`src/rtl/crc_nib_pkg.sv`:
```
package crc_nib_pkg;
    localparam int CRC_W  = 32;
    localparam int NIB_W  = 4;
    localparam int DAT_W  = 8;
    localparam int ADR_W  = 2;
    localparam int BYTES  = CRC_W / DAT_W;
    localparam logic [CRC_W-1:0] CRC_PRESET = '1;
    localparam logic [CRC_W-1:0] CRC_RPOLY  = 32'hEDB88320;

    typedef enum logic [ADR_W-1:0] {
        OFS_DATA = 2'd0,
        OFS_CTRL = 2'd1,
        OFS_RLO  = 2'd2,
        OFS_RHI  = 2'd3
    } ofs_e;

    typedef struct packed {
        logic              upd;
        logic              preset;
        logic [NIB_W-1:0]  nib;
    } crc_cmd_t;

    function automatic logic [CRC_W-1:0] crc_fold(input logic [CRC_W-1:0] s,
                                                  input logic [NIB_W-1:0] n);
        logic [CRC_W-1:0] r;
        r = s;
        for (int i = 0; i < NIB_W; i++) begin
            if (r[0] ^ n[i]) r = (r >> 1) ^ CRC_RPOLY;
            else             r = r >> 1;
        end
        return r;
    endfunction
endpackage

```
`src/rtl/crc_nib_core.sv`:
```
module crc_nib_core
    import crc_nib_pkg::*;
(
    input  logic             clk,
    input  logic             rst,
    input  crc_cmd_t         cmd,
    output logic [CRC_W-1:0] result
);
    logic [CRC_W-1:0] state_q;

    always_ff @(posedge clk) begin
        if (rst || cmd.preset) state_q <= CRC_PRESET;
        else if (cmd.upd)      state_q <= crc_fold(state_q, cmd.nib);
    end

    assign result = ~state_q;

    // preset leaves the all-ones state
    a_r6_preset_ones: assert property (@(posedge clk) disable iff (rst)
        cmd.preset |=> (result == '0));

    // without a command the state holds
    a_r9_state_hold: assert property (@(posedge clk) disable iff (rst)
        (!cmd.upd && !cmd.preset) |=> $stable(result));
endmodule

```
`src/rtl/crc_nib_wb_if.sv`:
```
module crc_nib_wb_if
    import crc_nib_pkg::*;
(
    input  logic             clk,
    input  logic             rst,
    input  logic             cyc,
    input  logic             stb,
    input  logic             we,
    input  logic [ADR_W-1:0] adr,
    input  logic [DAT_W-1:0] wdat,
    input  logic [CRC_W-1:0] result,
    output crc_cmd_t         cmd,
    output logic [DAT_W-1:0] rdat,
    output logic             ack
);
    logic             ack_q;
    logic             half_q;
    logic [DAT_W-1:0] rdat_q;
    logic             accept;
    logic [DAT_W-1:0] rd_mux;
    logic [DAT_W-1:0] res_byte [BYTES];
    wire              unused_hi = ^wdat[DAT_W-1:NIB_W];

    assign accept = cyc && stb && !ack_q;

    for (genvar b = 0; b < BYTES; b++) begin : g_lane
        assign res_byte[b] = result[b*DAT_W +: DAT_W];
    end

    always_comb begin
        rd_mux = '0;
        case (ofs_e'(adr))
            OFS_CTRL: rd_mux[1] = half_q;
            OFS_RLO:  rd_mux = half_q ? res_byte[2] : res_byte[0];
            OFS_RHI:  rd_mux = half_q ? res_byte[3] : res_byte[1];
            default:  rd_mux = '0;
        endcase
    end

    always_ff @(posedge clk) begin
        if (rst) begin
            ack_q  <= 1'b0;
            half_q <= 1'b0;
            rdat_q <= '0;
        end else begin
            ack_q <= accept;
            if (accept && we && ofs_e'(adr) == OFS_CTRL) half_q <= wdat[1];
            if (accept && !we) rdat_q <= rd_mux;
        end
    end

    assign cmd.upd    = accept && we && ofs_e'(adr) == OFS_DATA;
    assign cmd.preset = accept && we && ofs_e'(adr) == OFS_CTRL && wdat[0];
    assign cmd.nib    = wdat[NIB_W-1:0];
    assign rdat       = rdat_q;
    assign ack        = ack_q;

    // acknowledge never lasts two cycles
    a_r3_ack_single: assert property (@(posedge clk) disable iff (rst)
        ack_q |=> !ack_q);

    // acknowledge only follows a qualified request
    a_r2_ack_needs_req: assert property (@(posedge clk) disable iff (rst)
        $rose(ack_q) |-> $past(cyc && stb));

    // no cycle, no acknowledge
    a_r2_no_cyc_no_ack: assert property (@(posedge clk) disable iff (rst)
        !cyc |=> !ack_q);

    // reset drops the acknowledge
    a_r1_reset_ack: assert property (@(posedge clk)
        rst |=> !ack_q);
endmodule

```
`src/rtl/crc_nib_wb.sv`:
```
module crc_nib_wb
    import crc_nib_pkg::*;
(
    input  logic             clk_i,
    input  logic             rst_i,
    input  logic             cyc_i,
    input  logic             stb_i,
    input  logic             we_i,
    input  logic [ADR_W-1:0] adr_i,
    input  logic [DAT_W-1:0] dat_i,
    output logic [DAT_W-1:0] dat_o,
    output logic             ack_o
);
    crc_cmd_t         cmd;
    logic [CRC_W-1:0] result;

    crc_nib_wb_if u_if (
        .clk(clk_i), .rst(rst_i), .cyc(cyc_i), .stb(stb_i), .we(we_i),
        .adr(adr_i), .wdat(dat_i), .result(result), .cmd(cmd),
        .rdat(dat_o), .ack(ack_o)
    );

    crc_nib_core u_core (
        .clk(clk_i), .rst(rst_i), .cmd(cmd), .result(result)
    );
endmodule

```
`config.mk`:
```
export PLATFORM = sky130hd
export DESIGN_NAME = crc_nib_wb
export DESIGN_NICKNAME = d
export VERILOG_FILES = /design/src/rtl/crc_nib_pkg.sv /design/src/rtl/crc_nib_core.sv /design/src/rtl/crc_nib_wb_if.sv /design/src/rtl/crc_nib_wb.sv
export SDC_FILE = /design/constraint.sdc
export NUM_CORES = 1
export LEC_CHECK = 0
export BUFFER_PORTS_ARGS = -buffer_cell sky130_fd_sc_hd__buf_2
export CAP_MARGIN = 0
export CORE_AREA = 2 2 76 78
export CTS_BUF_LIST = sky130_fd_sc_hd__clkbuf_16
export DETAILED_ROUTE_END_ITERATION = 16
export DIE_AREA = 0 0 78 80
export PLACE_DENSITY = 0.65
export SLEW_MARGIN = 30
export SYNTH_ARGS = -nofsm -noshare
export SYNTH_HDL_FRONTEND = slang
export SYNTH_SLANG_ARGS = --single-unit
```
`constraint.sdc`:
```
create_clock -name clk_i -period 2.4 [get_ports clk_i]
set_input_delay 0.48 -clock clk_i [delete_from_list [all_inputs] [get_ports clk_i]]
set_output_delay 0.48 -clock clk_i [all_outputs]
set_load 0.01 [all_outputs]
```
# Yosys cells after proc, flatten, opt, wreduce, memory -nomap -nowiden
# Index checks and enable logic that the tools add are counted.
[word_totals]
reg_bits = 42
output_inout_bits = 9
input_bits = 15
[classes]
muxes = 15
n_reduce_logical = 11
eq_ne = 3
bitwise_logic = 9
[op_table]
columns = ["op", "count"]
rows = [
  ["2-to-1 mux 32 bit", 10],
  ["NOT 13 -> 14 bit", 4],
  ["NOT 32 bit", 1],
  ["2-to-1 mux 8 bit", 2],
  ["case mux 6 bit (2 select lines)", 1],
  ["logical AND 1 bit", 7],
  ["equality test 2 bit (second input constant)", 2],
  ["bitwise XOR 1 bit", 4],
  ["case mux 1 bit (3 select lines)", 1],
  ["equality test 2 x 1 -> 1 bit (second input constant)", 1],
  ["zero test 1 bit", 2],
  ["zero test 2 bit", 1],
  ["case mux 1 bit (2 select lines)", 1],
  ["logical OR 1 bit", 1],
]

# Longest topological paths before layout
# Gate-level depths: netlist of the first run.
[depth]
depth_word = 17
ltp_mapped = 6
ltp_nobuf = 4

# Hierarchy
# From an unflattened synthesis of the first run, not the netlist that was laid out.
[hier_totals]
hier_cells = 255
area_unflattened_um2 = 2424.8
[modules_own_cells]
columns = ["module", "seq_area_each_um2", "area_per_inst_um2", "cells_per_inst", "instances"]
rows = [
  ["crc_nib_core", 640.6, 1661.6, 177, 1],
  ["crc_nib_wb_if", 200.2, 763.2, 78, 1],
]

# Worst setup path before layout of the first run
# No wires, ideal clock.
[synth_path]
path_type = "input-to-reg"
from = "input dat_i[3]"
to = "register u_core.state_q[21]"
t_required_ns = 2.259
setup_slack_ns = 0.775
path_stages = 4
arrival_time_ns = 1.484
n_path_buf = 0
path_cell_list = "xnor2_4 -> xnor3_2 -> xnor2_1 -> o211ai_1"
[synth_via]
elab_chain_cells = 2
[synth_rtl]
columns = ["item", "line_no", "text"]
rows = [
  ["start: declaration", "crc_nib_wb.sv:10", "input logic [DAT_W-1:0] dat_i,"],
  ["bitwise XOR 1 bit", "crc_nib_pkg.sv:28", "if (r[0] ^ n[i]) r = (r >> 1) ^ CRC_RPOLY;"],
  ["2-to-1 mux 32 bit", "crc_nib_pkg.sv:28", ""],
  ["end signal: assignment", "crc_nib_core.sv:13", "else if (cmd.upd) state_q <= crc_fold(state_q, cmd.nib);"],
  ["end: declaration", "crc_nib_core.sv:9", "logic [CRC_W-1:0] state_q;"],
]
# Every way passes these cells.
# A chain may end at the register's enable or synchronous reset.

# Final worst setup path of the first run
[layout_path]
from = "register u_core.state_q[3]"
to = "register u_core.state_q[24]"
[layout_via]
elab_chain_cells = 11
[layout_rtl]
columns = ["item", "line_no", "text"]
rows = [
  ["2-to-1 mux 32 bit", "crc_nib_pkg.sv:28", ""],
  ["2-to-1 mux 32 bit", "crc_nib_core.sv:13", ""],
  ["2-to-1 mux 32 bit", "crc_nib_core.sv:12", "if (rst || cmd.preset) state_q <= CRC_PRESET;"],
  ["2-to-1 mux 32 bit", "crc_nib_pkg.sv:28", ""],
  ["2-to-1 mux 32 bit", "crc_nib_core.sv:13", ""],
  ["2-to-1 mux 32 bit", "crc_nib_core.sv:12", ""],
  ["2-to-1 mux 32 bit", "crc_nib_pkg.sv:28", ""],
  ["2-to-1 mux 32 bit", "crc_nib_core.sv:13", ""],
  ["2-to-1 mux 32 bit", "crc_nib_core.sv:12", ""],
  ["bitwise XOR 1 bit", "crc_nib_pkg.sv:28", ""],
  ["2-to-1 mux 32 bit", "crc_nib_pkg.sv:28", ""],
]
# Every way passes these cells. The select of a mux whose other input is x is not followed.

==> results of run 1 <==
-- routing by layer --
metal | track usage | up-vias | share of wire | wire length [microns]
met4 | 0.0614 | 0 | 0.017 | 73
met1 | 0.207 | 715 | 0.48 | 2000
met5 | 0 | - | 0 | 0
met2 | 0.233 | 36 | 0.46 | 1930
met3 | 0.0407 | 7 | 0.048 | 200
li1 | - | 773 | - | -
-- cells by family (layout without fill, tap and decap cells) --
logic type	Yosys count	in the layout
xor gates and xnor gates	36	36
muxes	9	9
buffers and inverters	15	34
AOI/OAI and AO/OA	37	37
and+or+nand+nor	73	73
DFF	42	42
-- report_power, final --
| part | leakage (nW) | switching, mW | internal (mW) |
|---|---|---|---|
| clock | 0.0724 | 0.260 | 0.376 |
| sequential | 0.341 | 0.0128 | 0.711 |
| combinational | 0.611 | 0.105 | 0.100 |
-- path summary, 6_finish.rpt --
kind	start	endpoint	slack, ps	cells after the start
worst min-delay path	u_if.rdat[4]	u_if.rdat[4]	450	2
worst max-delay path	u_core.state_q[3]	u_core.state_q[24]	680	4
worst min register to register	u_if.rdat[4]	u_if.rdat[4]	450	2
worst max register to register	u_core.state_q[3]	u_core.state_q[24]	680	4
-- cell usage after synthesis --
cell       number  area share
buf_2           4      0.0096
o21ai_0         2      0.0048
or3_1           2      0.0060
nor4bb_1        1      0.0048
nand2_1        45       0.081
xnor3_1         1       0.011
nor2_1          5      0.0090
mux4_1          1       0.013
nand3b_1        2      0.0072
nand3_1         7       0.017
mux2_2          1      0.0054
nor3_1          2      0.0048
xnor2_1        13       0.055
o211ai_1       25       0.090
mux2i_1         1      0.0048
xor2_1         16       0.067
nand2b_1        1      0.0030
clkbuf_1        8       0.014
o2111ai_1       1      0.0042
buf_4           1      0.0036
xnor2_4         2       0.026
xnor3_2         2       0.023
a311oi_1        1      0.0042
inv_1           2      0.0036
dfxtp_1        42        0.40
xnor2_2         2       0.016
mux4_2          6       0.065
a21oi_1         8       0.019
or2_2           8       0.024
-- sequential cells by signal, indices dropped and copies added, names as in the netlist --
signal          cells
u_if.rdat           8
u_if.half_q         1
u_core.state_q     32
u_if.ack            1
-- critical path, stage by stage (launching register included) --
cell and delay, ps:
dfxtp_1 380, xnor2_4 370, xnor3_2 560, xnor2_1 150, o211ai_1 170
-- layout make-up --
| cell class | count | area, sq um | area share |
|---|---|---|---|
| clock buffer | 5 | 125 | 0.0518 |
| clock inverter | 3 | 12.5 | 0.00518 |
| inverter | 2 | 7.51 | 0.00311 |
| multi-input combinational | 155 | 1180 | 0.489 |
| sequential | 42 | 841 | 0.348 |
| tap | 72 | 90.1 | 0.0373 |
| timing repair buffer | 24 | 158 | 0.0653 |
==> results_dict.tcl, run 1 <==
set metrics [dict create \
    fillers 530 \
    clkSinkCount 42 \
    drc 0 \
    fin_crit_sh 0.715 \
    portBuffers 19 \
    drtPass1Iterations 4 \
    place_ws_ps 502 \
    ys_ff_latch 42 \
    crit_fanout 8 \
    coreArea_sq_mm 0.00541 \
    vias 1531 \
    layout_common_cells "45 x nand2_1, 42 x dfxtp_1, 25 x o211ai_1" \
    slew_headroom 0.576 \
    yosys.cell_types.count 29 \
    cts_resized 0 \
    insertion_delay_ps 280 \
    ios 24 \
    setup_violations 0 \
    cp_data_required_time_ps 2600 \
    place_congestion 0.751 \
    postCtsHoldBufs 0 \
    ys.warnings.count 0 \
    drt-total-wl_mm 4.21 \
    yosys.area_share.simple 0.157 \
    grt_max_degree 58 \
    power_density_mw_per_mm2 648 \
    cts_tree "yes" \
    setup_ws_ps 684 \
    antenna_left 0 \
    cts_made_buffers 5 \
    synthCells 212 \
    mostFrequentLayoutCell "nand2_1" \
    synthAdderAreaFrac 0 \
    grt_use_total 0.153 \
    viasPerCell 5.05 \
    nNetsFinal 245 \
    cts_root_buf "clkbuf_16" \
    initial_utilization 0.385 \
    synth_compound_area_frac 0.123 \
    antennaDiodeCount 0 \
    worst_pin_slew_ps 631 \
    final_core_util 0.447 \
    setup_tns_ps 0 \
    stdcell_area_sq_mm 0.00241 \
    htreeDepth 2 \
    avgSynthCellArea_sq_um 9.82 \
    start_kind "register" \
    synth_xor_area_frac 0.198 \
    vdd_drop_max_v 0.000272 \
    timing.final.crit_period_ps 1720 \
    report.power.total_mw 1.56 \
    postCtsSetupBuffers 0 \
    rsz0062_at_grt "false" \
    numPlacedInstances 295 \
    syn_area_sq_mm 0.00208 \
    wl_per_cell_microns 13.9 \
    syn-num-nets 227 \
    crit_arrival_ps 1920 \
    placedInstanceArea_sq_mm 0.00228 \
    syn2layout_area_growth_pct 15.9 \
    die-area_sq_mm 0.00624 \
    antenna_found_initial 0 \
    hold_class "register to register" \
    clkTransAtPathRegs_ps 60 \
    num_rows 27 \
    instances_no_fill 303 \
    seq_area_frac_synth 0.404 \
    drive_above_1_share 0.225 \
    hold_slack_ps 451 \
    crit_type "register to register" \
    max_freq_ghz 0.583 \
    grt_pass1_vias 1456 \
    run_status "finished clean" \
    muxShareOfSynthArea 0.0877 \
    die_height_microns 80 \
    drtIter0Drc 111 \
    maxCapViolations 0 \
    die_w_microns 78 \
    power.leakage_nw 1.02 \
    slew_violations 0 \
    synth_top_family_by_area "XOR/XNOR gates" \
    cts_buffer_depth 2 \
    finalHoldViolCount 0 \
    grt_pass1_wl_mm 7.33 \
    dp_hpwl_mm 2.85 \
    critPathCaptureType "register" \
    finClkSkew_ps 4.23 \
    overflow 0 \
]
Power figures use the tool's default switching activity.
==> run 2: changes to the inputs <==
Clock period 2.4 ns to 1.6 ns, I/O delays scaled along.
==> run 2 against run 1 <==
Compared with the run above:
- first-iteration DRC count shrank 14%
- critical path depth increased by 1
- largest cell class unchanged
- register-to-register slack got worse by 620 ps
- critical path type unchanged
- setup slack worse by 620 ps
- utilization is 2.4 points higher
- final cell count up 4.3%
==> results_dict.tcl, run 2 (synthesis results as in run 1) <==
set metrics [dict create \
    wl_per_cell_microns 13.5 \
    clkSinkCount 42 \
    timing.final.crit_period_ps 1530 \
    numPlacedInstances 307 \
    grt_pass1_vias 1490 \
    vdd_drop_max_v 0.000590 \
    grt_max_degree 58 \
    hold_slack_ps 348 \
    hold_class "input pin to register" \
    num_rows 27 \
    finClkSkew_ps 3.21 \
    drive_above_1_share 0.279 \
    run_status "finished clean" \
    grt_use_total 0.152 \
    antenna_left 0 \
    cts_root_buf "clkbuf_16" \
    start_kind "register" \
    largest_reg_flops 32 \
    power.leakage_nw 1.09 \
    die-area_sq_mm 0.00624 \
    setup_violations 0 \
    power_density_mw_per_mm2 940 \
    worst_pin_slew_ps 459 \
    grtUsageMet2 0.236 \
    cts_tree "yes" \
    fin_crit_sh 0.957 \
    htreeDepth 2 \
    layout_common_cells "45 x nand2_1, 40 x dfxtp_1, 25 x o211ai_1" \
    drtIter0Drc 95 \
    initial_utilization 0.385 \
    gr-usage-met1 0.207 \
    vias 1563 \
    antennaDiodeCount 0 \
    slew_headroom 0.694 \
    stdcell_area_sq_mm 0.00254 \
    slew_violations 0 \
    crit_type "register to register" \
    syn2layout_area_growth_pct 22.1 \
    instances_no_fill 316 \
    portBuffers 19 \
    placedInstanceArea_sq_mm 0.00237 \
    die_height_microns 80 \
    nNetsFinal 258 \
    ios 24 \
    drtPass1Iterations 4 \
    regMostFlops "u_core.state_q" \
    top_usage_layer "met2" \
    crit_arrival_ps 1690 \
    die_w_microns 78 \
    finalHoldViolCount 0 \
    rsz0062_at_grt "true" \
    viasPerCell 4.95 \
    grt_pass1_wl_mm 7.38 \
    place_congestion 0.772 \
    insertion_delay_ps 280 \
    overflow 0 \
    drc 0 \
    cts_made_buffers 5 \
    antenna_found_initial 0 \
    drt-total-wl_mm 4.28 \
    cts_buffer_depth 2 \
    max_freq_ghz 0.653 \
    maxCapViolations 0 \
    dp_hpwl_mm 2.96 \
    cp_data_required_time_ps 1750 \
    critPathCaptureType "register" \
    met3_usage 0.0396 \
    mostFrequentLayoutCell "nand2_1" \
    crit_fanout 57 \
    coreArea_sq_mm 0.00541 \
    clkTransAtPathRegs_ps 60 \
]
==> run 2: cell count changes in the layout (fill, tap and decap cells not counted), moves of 2 or more <==
cell     previous run  this run
xnor2_2             2         0
dfxtp_2             0         2
buf_4               3        16
dfxtp_1            42        40
xnor2_4             2         4
==> run 2: final timing paths <==
check,start,endpoint,slack [ps],cells after the start
setup reg to reg,u_if.ack,u_core.state_q[28],70,5
setup / recovery,u_if.ack,u_core.state_q[28],70,5
hold reg to reg,u_if.rdat[5],u_if.rdat[5],450,2
hold / removal,rst_i,u_if.rdat[6],350,2
==> run 2: stage by stage <==
step / worst slack (ps) / utilization / TNS [ps] / power, mW
6_report: 68.0 / 0.470 / 0 / 2.39
5_1_grt: -35.7 / 0.470 / -55.9 / 2.51
3_3_place_gp: -105 / 0.438 / -1160 / 1.45
2_1_floorplan: 59.3 / - / 0 / 1.34
3_5_place_dp: -114 / 0.438 / -1720 / 1.45
4_1_cts: 50.4 / 0.465 / 0 / 2.41
==> run 2: final cells by class <==
cell class              instances  area (sq um)
multi-input cells             155          1210
inverters                       2          7.51
clock inverters                 3          12.5
clock buffers                   5           125
fillers                       503          2860
flip-flops and latches         42           843
well taps                      72          90.1
repair buffers                 37           255
==> run 2: worst max-delay path: stages, from the launching register on <==
cell and delay (ps):
dfxtp_1 310, nand3b_1 240, or3_4 450, buf_12 200, nand2_1 90, o2111ai_1 100
==> run 2: metal layers <==
layer  up-vias  share of wire
met3         8          0.043
met4         0          0.018
li1        803              -
met2        38           0.45
met1       714           0.48
met5         -              0
==> run 2: report_power, final <==
group	leakage [nW]	internal [mW]	switching (mW)
Sequential	0.340	1.07	0.0197
Clock	0.0724	0.563	0.385
Combinational	0.680	0.188	0.168
==> run 2: repair_timing <==
| action | 4_1_cts | 5_1_grt |
|---|---|---|
| hold buffers | 0 | 0 |
| gates resized for setup | 1 | 4 |
| endpoints found under the setup margin | 1 | 11 |
| buffers inserted | 0 | 1 |
| pin swaps | 0 | 3 |
